### src/rtl/wpg_pkg.sv
package wpg_pkg;
  typedef enum logic [2:0] {
    CMD_READ     = 3'd0,
    CMD_PROG     = 3'd1,
    CMD_ERASE    = 3'd2,
    CMD_CHIP     = 3'd3,
    CMD_PROT_EN  = 3'd4,
    CMD_LOCK     = 3'd5,
    CMD_PROT_WR  = 3'd6,
    CMD_OTHER    = 3'd7
  } wpg_cmd_e;

  typedef enum logic [1:0] {
    ST_IDLE = 2'd0,
    ST_SEL  = 2'd1,
    ST_HOLD = 2'd2
  } wpg_state_e;
endpackage

### src/rtl/wpg_sync.sv
module wpg_sync #(
  parameter int STAGES = 2
) (
  input  logic clk,
  input  logic rst,
  input  logic d,
  output logic q
);
  logic [STAGES-1:0] sh;

  generate
    if (STAGES == 1) begin : g_one
      always_ff @(posedge clk) begin
        if (rst) sh <= '1;
        else     sh <= d;
      end
    end else begin : g_many
      always_ff @(posedge clk) begin
        if (rst) sh <= '1;
        else     sh <= {sh[STAGES-2:0], d};
      end
    end
  endgenerate

  assign q = sh[STAGES-1];
endmodule

### src/rtl/wpg_sector_map.sv
module wpg_sector_map #(
  parameter int PAGES      = 512,
  parameter int SECT_PAGES = 128,
  parameter int SUB_PAGES  = 8,
  localparam int PAGE_W    = $clog2(PAGES),
  localparam int NUM_SECT  = PAGES / SECT_PAGES + 1,
  localparam int SECT_W    = $clog2(NUM_SECT)
) (
  input  logic [PAGE_W-1:0] page_addr,
  output logic [SECT_W-1:0] sect_idx
);
  logic [PAGE_W-1:0] quot;

  always_comb begin
    quot = page_addr / PAGE_W'(SECT_PAGES);
    if (page_addr < PAGE_W'(SUB_PAGES)) sect_idx = '0;
    else                                sect_idx = SECT_W'(quot + PAGE_W'(1));
  end
endmodule

### src/rtl/wpg_decide.sv
module wpg_decide
  import wpg_pkg::*;
#(
  parameter int NUM_SECT = 5,
  localparam int SECT_W  = $clog2(NUM_SECT)
) (
  input  logic [2:0]          cmd_class,
  input  logic [SECT_W-1:0]   sect_idx,
  input  logic [NUM_SECT-1:0] prot_bits,
  input  logic                wp_active,
  output logic                allow,
  output logic                block,
  output logic                wr_ok
);
  wpg_cmd_e cls;
  logic     gated;
  logic     blk;

  always_comb begin
    cls   = wpg_cmd_e'(cmd_class);
    gated = 1'b0;
    blk   = 1'b0;
    wr_ok = 1'b0;
    case (cls)
      CMD_PROG, CMD_ERASE: begin
        gated = 1'b1;
        blk   = wp_active & prot_bits[sect_idx];
      end
      CMD_CHIP: begin
        gated = 1'b1;
        blk   = wp_active & (|prot_bits);
      end
      CMD_PROT_EN, CMD_LOCK: gated = 1'b1;
      CMD_PROT_WR: begin
        gated = 1'b1;
        blk   = wp_active;
        wr_ok = ~wp_active;
      end
      default: gated = 1'b0;
    endcase
    allow = gated & ~blk;
    block = gated & blk;
  end
endmodule

### src/rtl/wp_cmd_gate.sv
module wp_cmd_gate
  import wpg_pkg::*;
#(
  parameter int PAGES       = 512,
  parameter int SECT_PAGES  = 128,
  parameter int SUB_PAGES   = 8,
  parameter int SYNC_STAGES = 2,
  localparam int PAGE_W     = $clog2(PAGES),
  localparam int NUM_SECT   = PAGES / SECT_PAGES + 1,
  localparam int SECT_W     = $clog2(NUM_SECT)
) (
  input  logic                clk,
  input  logic                rst,
  input  logic                dev_rst_n,
  input  logic                cs_n,
  input  logic                wp_n,
  input  logic                cmd_valid,
  input  logic [2:0]          cmd_class,
  input  logic [PAGE_W-1:0]   page_addr,
  input  logic [NUM_SECT-1:0] prot_bits,
  output logic                go,
  output logic                ignore,
  output logic                reg_wr_en,
  output logic                idle
);
  logic              wp_q;
  logic [SECT_W-1:0] sect_idx;
  logic              d_allow, d_block, d_wr;
  wpg_state_e        state;

  wpg_sync #(.STAGES(SYNC_STAGES)) u_sync (
    .clk(clk), .rst(rst), .d(wp_n), .q(wp_q)
  );

  wpg_sector_map #(.PAGES(PAGES), .SECT_PAGES(SECT_PAGES), .SUB_PAGES(SUB_PAGES)) u_map (
    .page_addr(page_addr), .sect_idx(sect_idx)
  );

  wpg_decide #(.NUM_SECT(NUM_SECT)) u_dec (
    .cmd_class(cmd_class), .sect_idx(sect_idx), .prot_bits(prot_bits),
    .wp_active(~wp_q), .allow(d_allow), .block(d_block), .wr_ok(d_wr)
  );

  always_ff @(posedge clk) begin
    if (rst || !dev_rst_n || cs_n) begin
      state     <= ST_IDLE;
      go        <= 1'b0;
      ignore    <= 1'b0;
      reg_wr_en <= 1'b0;
    end else begin
      case (state)
        ST_IDLE, ST_SEL: begin
          if (cmd_valid) begin
            state     <= ST_HOLD;
            go        <= d_allow;
            ignore    <= d_block;
            reg_wr_en <= d_wr;
          end else begin
            state <= ST_SEL;
          end
        end
        default: state <= ST_HOLD;
      endcase
    end
  end

  assign idle = (state == ST_IDLE);

  // a latched decision is never both run and drop
  a_r2_exclusive: assert property (@(posedge clk) disable iff (rst)
    !(go && ignore));

  // decision held through the frame
  a_r8_hold: assert property (@(posedge clk) disable iff (rst)
    (go && !cs_n && dev_rst_n) |=> go);

  // chip select release clears the decision
  a_r8_release: assert property (@(posedge clk) disable iff (rst)
    cs_n |=> (!go && !ignore && !reg_wr_en && idle));

  // device reset forces idle
  a_r9_abort: assert property (@(posedge clk) disable iff (rst)
    !dev_rst_n |=> (idle && !go && !ignore));

  // register write only granted with the synchronised pin high
  a_r7_wp_high: assert property (@(posedge clk) disable iff (rst)
    $rose(reg_wr_en) |-> $past(wp_q));

  // register write implies go
  a_r7_with_go: assert property (@(posedge clk) disable iff (rst)
    reg_wr_en |-> go);
endmodule

### config.mk
export PLATFORM = sky130hd
export DESIGN_NAME = wp_cmd_gate
export DESIGN_NICKNAME = d
export VERILOG_FILES = /design/src/rtl/wpg_pkg.sv /design/src/rtl/wpg_sync.sv /design/src/rtl/wpg_sector_map.sv /design/src/rtl/wpg_decide.sv /design/src/rtl/wp_cmd_gate.sv
export SDC_FILE = /design/constraint.sdc
export NUM_CORES = 1
export LEC_CHECK = 0
export ABC_AREA = 1
export CAP_MARGIN = 20
export CORE_MARGIN = 5
export CORE_UTILIZATION = 30
export CTS_CLUSTER_DIAMETER = 200
export DETAILED_ROUTE_END_ITERATION = 12
export GPL_TIMING_DRIVEN = 0
export PLACE_DENSITY = 0.67
export SLEW_MARGIN = 20
export SYNTH_ARGS = -nofsm -noshare
export SYNTH_HDL_FRONTEND = slang
export SYNTH_SLANG_ARGS = --single-unit
### constraint.sdc
create_clock -name clk -period 3.5 [get_ports clk]
set_input_delay 0.875 -clock clk [delete_from_list [all_inputs] [get_ports clk]]
set_output_delay 0.875 -clock clk [all_outputs]
set_load 0.005 [all_outputs]
Word level (Yosys, flattened, before mapping) --
Cells that the tools add are included.
Cells by class: add/subtract/negate cells 1, order comparisons 2, eq/ne operators 7, multiplexer cells 8, bitwise operators 7, reductions and logical operators 10
Operators with widths (count):
- 3-bit equality test (second input constant) | 3
- 9-bit by 4-bit less-than comparator with 1-bit output (second input constant) | 1
- 3-bit by 2-bit equality test with 1-bit output (second input constant) | 2
- 2-bit OR reduction | 3
- 6-bit OR reduction | 1
- 5-bit OR reduction | 1
- 1-bit bitwise AND | 4
- 3-bit by 4-bit less-than comparator with 1-bit output (second input constant) | 1
- 2-bit two-way mux | 2
- 2-bit by 1-bit adder with 3-bit output (second input constant) | 1
- 1-bit binary-select mux with 3-bit select | 1
- 3-bit by 1-bit equality test with 1-bit output (second input constant) | 1
- 1-bit two-way mux | 3
- 3-bit two-way mux | 1
- 1-bit NOT | 3
- 1-bit case mux with 3 select lines | 1
- 2-bit by 1-bit equality test with 1-bit output (second input constant) | 1
- 2-bit logical NOT | 1
- 1-bit logical OR | 2
- 2-bit AND reduction | 1
- 1-bit logical NOT | 1
Word-level totals: bits in registers 7, output and inout port bits 4, logic and storage cells 41

Longest topological paths before layout --
Gate-level depths: netlist of run 1.
word-level depth 8, depth in mapped cells 14, gate-level depth less buffers 14

Hierarchy --
A second synthesis of run 1 with hierarchy kept.
Unflattened totals: cell total of the unflattened synthesis 73, area total of the unflattened synthesis 455.4 µm²
Modules (own cells, without submodules):
- wp_cmd_gate | instances 1, cells an instance 24, area each 183.9 µm², sequential area each 100.1 µm²
- wpg_decide | instances 1, cells an instance 33, area each 160.2 µm², sequential area each 0.0 µm²
- wpg_sync | instances 1, cells an instance 7, area each 58.8 µm², sequential area each 40.0 µm²
- wpg_sector_map | instances 1, cells an instance 9, area each 52.6 µm², sequential area each 0.0 µm²

Worst setup path after synthesis of run 1 --
Ideal clock, no wire load.
path type input to register, start point in page_addr[7], end point reg go, library setup time 118 ps, arrival 1735 ps, data required time 3382 ps, slack 1647 ps, cell stages on the path 14, path buffers 0, path through inv_2 ha_1 nand3_2 nand2_2 nand2_1 nand3_1 nand2_1 nand2_1 nand2_1 nand2_1 nand2_1 nand2_1 nand2_1 a21oi_2
On the way: longest elaborated chain between the ends 8, elaborated cells between the ends (all ways) 9
RTL lines:
- from (decl) | RTL line wp_cmd_gate.sv:19 | input logic [PAGE_W-1:0] page_addr,
- 9-bit by 4-bit less-than comparator with 1-bit output or 2-bit by 1-bit adder with 3-bit output (tied branches) | RTL line wpg_sector_map.sv:16, wpg_sector_map.sv:17
- 3-bit two-way mux * | RTL line wpg_sector_map.sv:16 | if (page_addr < PAGE_W'(SUB_PAGES)) sect_idx = '0;
- 1-bit binary-select mux with 3-bit select * | RTL line wpg_decide.sv:27 | blk = wp_active & prot_bits[sect_idx];
- 1-bit two-way mux (not written as such) * | RTL line wpg_decide.sv:27
- 1-bit bitwise AND * | RTL line wpg_decide.sv:27
- 1-bit case mux with 3 select lines * | RTL line wpg_decide.sv:24 | case (cls)
- 1-bit NOT * | RTL line wpg_decide.sv:41 | allow = gated & ~blk;
- 1-bit bitwise AND * | RTL line wpg_decide.sv:41
- to (signal assigned) | RTL line wp_cmd_gate.sv:55 | go <= d_allow;
- to (decl) | RTL line wp_cmd_gate.sv:21 | output logic go,
Mark *: on every way between the ends. The rest lies on a longest branch, timed or not. The select of a mux whose other input is x is not followed. A chain may end at the register's enable or synchronous reset.

Worst setup path in the final report of run 1 --
Same ends and word-level chain as after synthesis.

==> impl_metrics.tcl, run 1 <==
set metrics [dict create \
    finalSetupViolations 0 \
    switching_share 0.2288 \
    synth_fp_nets 93 \
    cts_hold_buf 0 \
    finalWirelength_um 915 \
    synth-adder-area-share 0.05714 \
    yosys_warnings 0 \
    syn_inst 68 \
    post_cts_resized 0 \
    power_density_nw_per_um2 283.2 \
    path_common_cell "nand2_1" \
    required_ps 3630 \
    p_leak_nw 0.3428 \
    grt_max_degree 6 \
    drtAntennaViolNets 0 \
    ys_seq_elements 7 \
    worstSetupStartpoint "page_addr[7]" \
    reg2reg_slack_ps 2470 \
    synth_cell_type_count 18 \
    synthSimpleGateAreaFrac 0.4029 \
    max_stage_delay_ps 490 \
    min_from "u_sync.sh[0]" \
    seq_power_share 0.411 \
    core-area_um2 1334 \
    clk_pin_slew_ps 50 \
    skew_ps 0.9296 \
    relSlewSlack 0.8476 \
    hpwlAfterDp_um 799.5 \
    n_antenna_cell 0 \
    path_cells "clkdlybuf4s50_1, inv_2, ha_1, nand3_2, nand2_2, nand2_1, nand3_1, nand2_1, nand2_1, nand2_1, nand2_1, nand2_1, nand2_1, nand2_1, a21oi_2" \
    vias_per_cell 4.327 \
    portBuffers 23 \
    die_h_um 48.21 \
    wire_per_inst_um 8.318 \
    async_flop_share 0 \
    design.die.area_um2 2324 \
    cts_buffer_depth 2 \
    grt_pass1_vias 409 \
    finalMaxSlewViolations 0 \
    start_util 0.3283 \
    synth_compound_area_frac 0.1000 \
    clkPwrFrac 0.340 \
    endpoint_kind "flip-flop" \
    synth_top_family_by_area "simple AND/OR/NAND/NOR gates" \
    cp.arrival_ps 2330 \
    syn_area_per_cell_um2 6.440 \
    synth_top_area_frac 0.3200 \
    cts_buffers 3 \
    clk_latency_ps 240 \
    overflow 0 \
    grt_pass1_wl_um 1483 \
    period_needed_ps 2207 \
    via_count 476 \
    fin_crit_sh 0.6306 \
    synth_mux_area_frac 0 \
    drtIter0Drc 3 \
    outcome "complete, no violations" \
    cts_tree "done" \
    r2r_start "state[1]" \
    drv_cap 0 \
    setup_tns_ps 0 \
    synth_area_um2 437.9 \
    postCtsSetupRepairBufs 0 \
    placed_area_um2 686.9 \
    yosysMostFrequentCell "nand2_1" \
    drive_above_1_share 0.1263 \
    start_kind "input port" \
    routabilityCongestion 0.7912 \
    io_pins 27 \
    finalNetCount 121 \
    antenna_found_initial 0 \
    switchingPower_mw 0.04621 \
    clockRootBuffer "clkbuf_4" \
    worstMarginPinSlew_ps 227.8 \
    synth_ff_type "dfxtp_1" \
    rows 13 \
    drt_pass1_iterations 2 \
    yosys.area.top_type "dfxtp_1" \
    area_growth_pct 62.86 \
    max_freq_mhz 453.1 \
    drc 0 \
    rsz0062_at_grt "no" \
    worst_path_max_delay_cell "clkdlybuf4s50_1" \
    dieWidth_um 48.21 \
    cts_sinks 7 \
    grt.total_usage 0.09132 \
    yosysSeqAreaShare 0.3200 \
    postLayoutCellArea_um2 713.2 \
    num-fill-cells 135 \
    internal_power_mw 0.1558 \
    min_path_type "flip-flop to flip-flop" \
    crit_path_max_fanout 4 \
    p_comb_frac 0.248 \
    hold_viol 0 \
    yosys.area_share.xor_xnor 0 \
    synthTopCellsByArea "dfxtp_1 32%, nand2_1 13%, inv_1 10%" \
    netlist_top_cells_count "15 x nand2_1, 12 x inv_1, 8 x nor2_1" \
    crit_type "input port to flip-flop" \
    synth_edf_count 0 \
    vdd_drop_max_v 0.0001929 \
    h-tree-depth 1 \
]
## cells in the final DEF (no fill, tap or decap), drive strengths merged
cell type and count:
nand3 7, or3b 1, o21ai 2, ha 2, a31oi 1, nor2 10
nand2 16, clkdlybuf4s50 23, a21oi 3, inv 14, nor3 2, a41oi 1
dfxtp 7, or2 2, clkbuf 4
## metrics by stage
| stage | total power, mW | utilization | setup slack, ps | hold WS [ps] | std cells |
|---|---|---|---|---|---|
| after floorplan | 0.1063 | - | 1647 | 389.5 | 68 |
| after global placement | 0.1348 | 0.5150 | 1034 | 393.4 | 106 |
| after detailed placement | 0.1352 | 0.5150 | 1022 | 402.7 | 106 |
| after CTS | 0.2063 | 0.5347 | 1276 | 424.3 | 110 |
| after global routing | 0.2186 | 0.5347 | 1108 | 455.7 | 110 |
| final | 0.2020 | 0.5347 | 1293 | 416.0 | 110 |
## worst paths after layout
check,end,cells after the start
min reg2reg,u_sync.sh[1],1
max,go,15
min,u_sync.sh[1],1
max reg2reg,go,5
## per-layer routing
layer  up-vias  global-route usage  share of wire
met5         -                   0              0
li1        265                   -              -
met3         2             0.02583           0.11
met4         0             0.06452          0.013
met1       195             0.09670           0.41
met2        14              0.1536           0.47
## flip-flops by register name, summed over array words and instances (netlist names)
register	flops
go	1
ignore	1
reg_wr_en	1
state	2
u_sync.sh	2
## worst max-delay path, delay by kind of cell
| kind | cells | cell delay [ps] |
|---|---|---|
| AO/OA/AOI/OAI | 1 | 50 |
| adder cells (fa/ha/maj) | 1 | 200 |
| buffers and inverters | 2 | 550 |
| AND/OR/NAND/NOR | 11 | 650 |
## power groups by stage
stage / clock network [mW] / logic, mW / registers (mW)
after floorplan: 0 / 0.0219 / 0.0845
after global placement: 0 / 0.0503 / 0.0845
after detailed placement: 0 / 0.0505 / 0.0847
after CTS: 0.0722 / 0.0509 / 0.0831
after global routing: 0.0781 / 0.0572 / 0.0833
final: 0.0688 / 0.0501 / 0.0831
## cell families after synthesis
family                   after synthesis
adder cells (fa/ha/maj)                2
AO/OA/AOI/OAI                          7
AND/OR/NAND/NOR                       38
flip-flops                             7
buffers and inverters                 14
## area by class of cell
class | count | area (um2) | area share
multi-input combinational | 47 | 245.2 | 0.3439
timing repair buffer | 23 | 230.2 | 0.3228
sequential | 7 | 140.1 | 0.1965
inverter | 14 | 52.55 | 0.07368
clock buffer | 4 | 26.28 | 0.03684
tap | 15 | 18.77 | 0.02632
No activity file was read; power rests on OpenSTA's default activity.
==> run 2: changes to the inputs <==
clock period = 2.15 ns   (was 3.5 ns; I/O delays follow)
==> results of run 2 <==
Same layout as run 1 (identical final DEF). Status: complete, no violations.
Main changes from that run: setup slack after placement 1022 ps -> 9.254 ps; setup slack after layout 1293 ps -> 280.4 ps; register-to-register setup slack 2470 ps -> 1120 ps; total power 0.2020 mW -> 0.3288 mW; worst IR drop on VDD 0.0001929 V -> 0.0003139 V
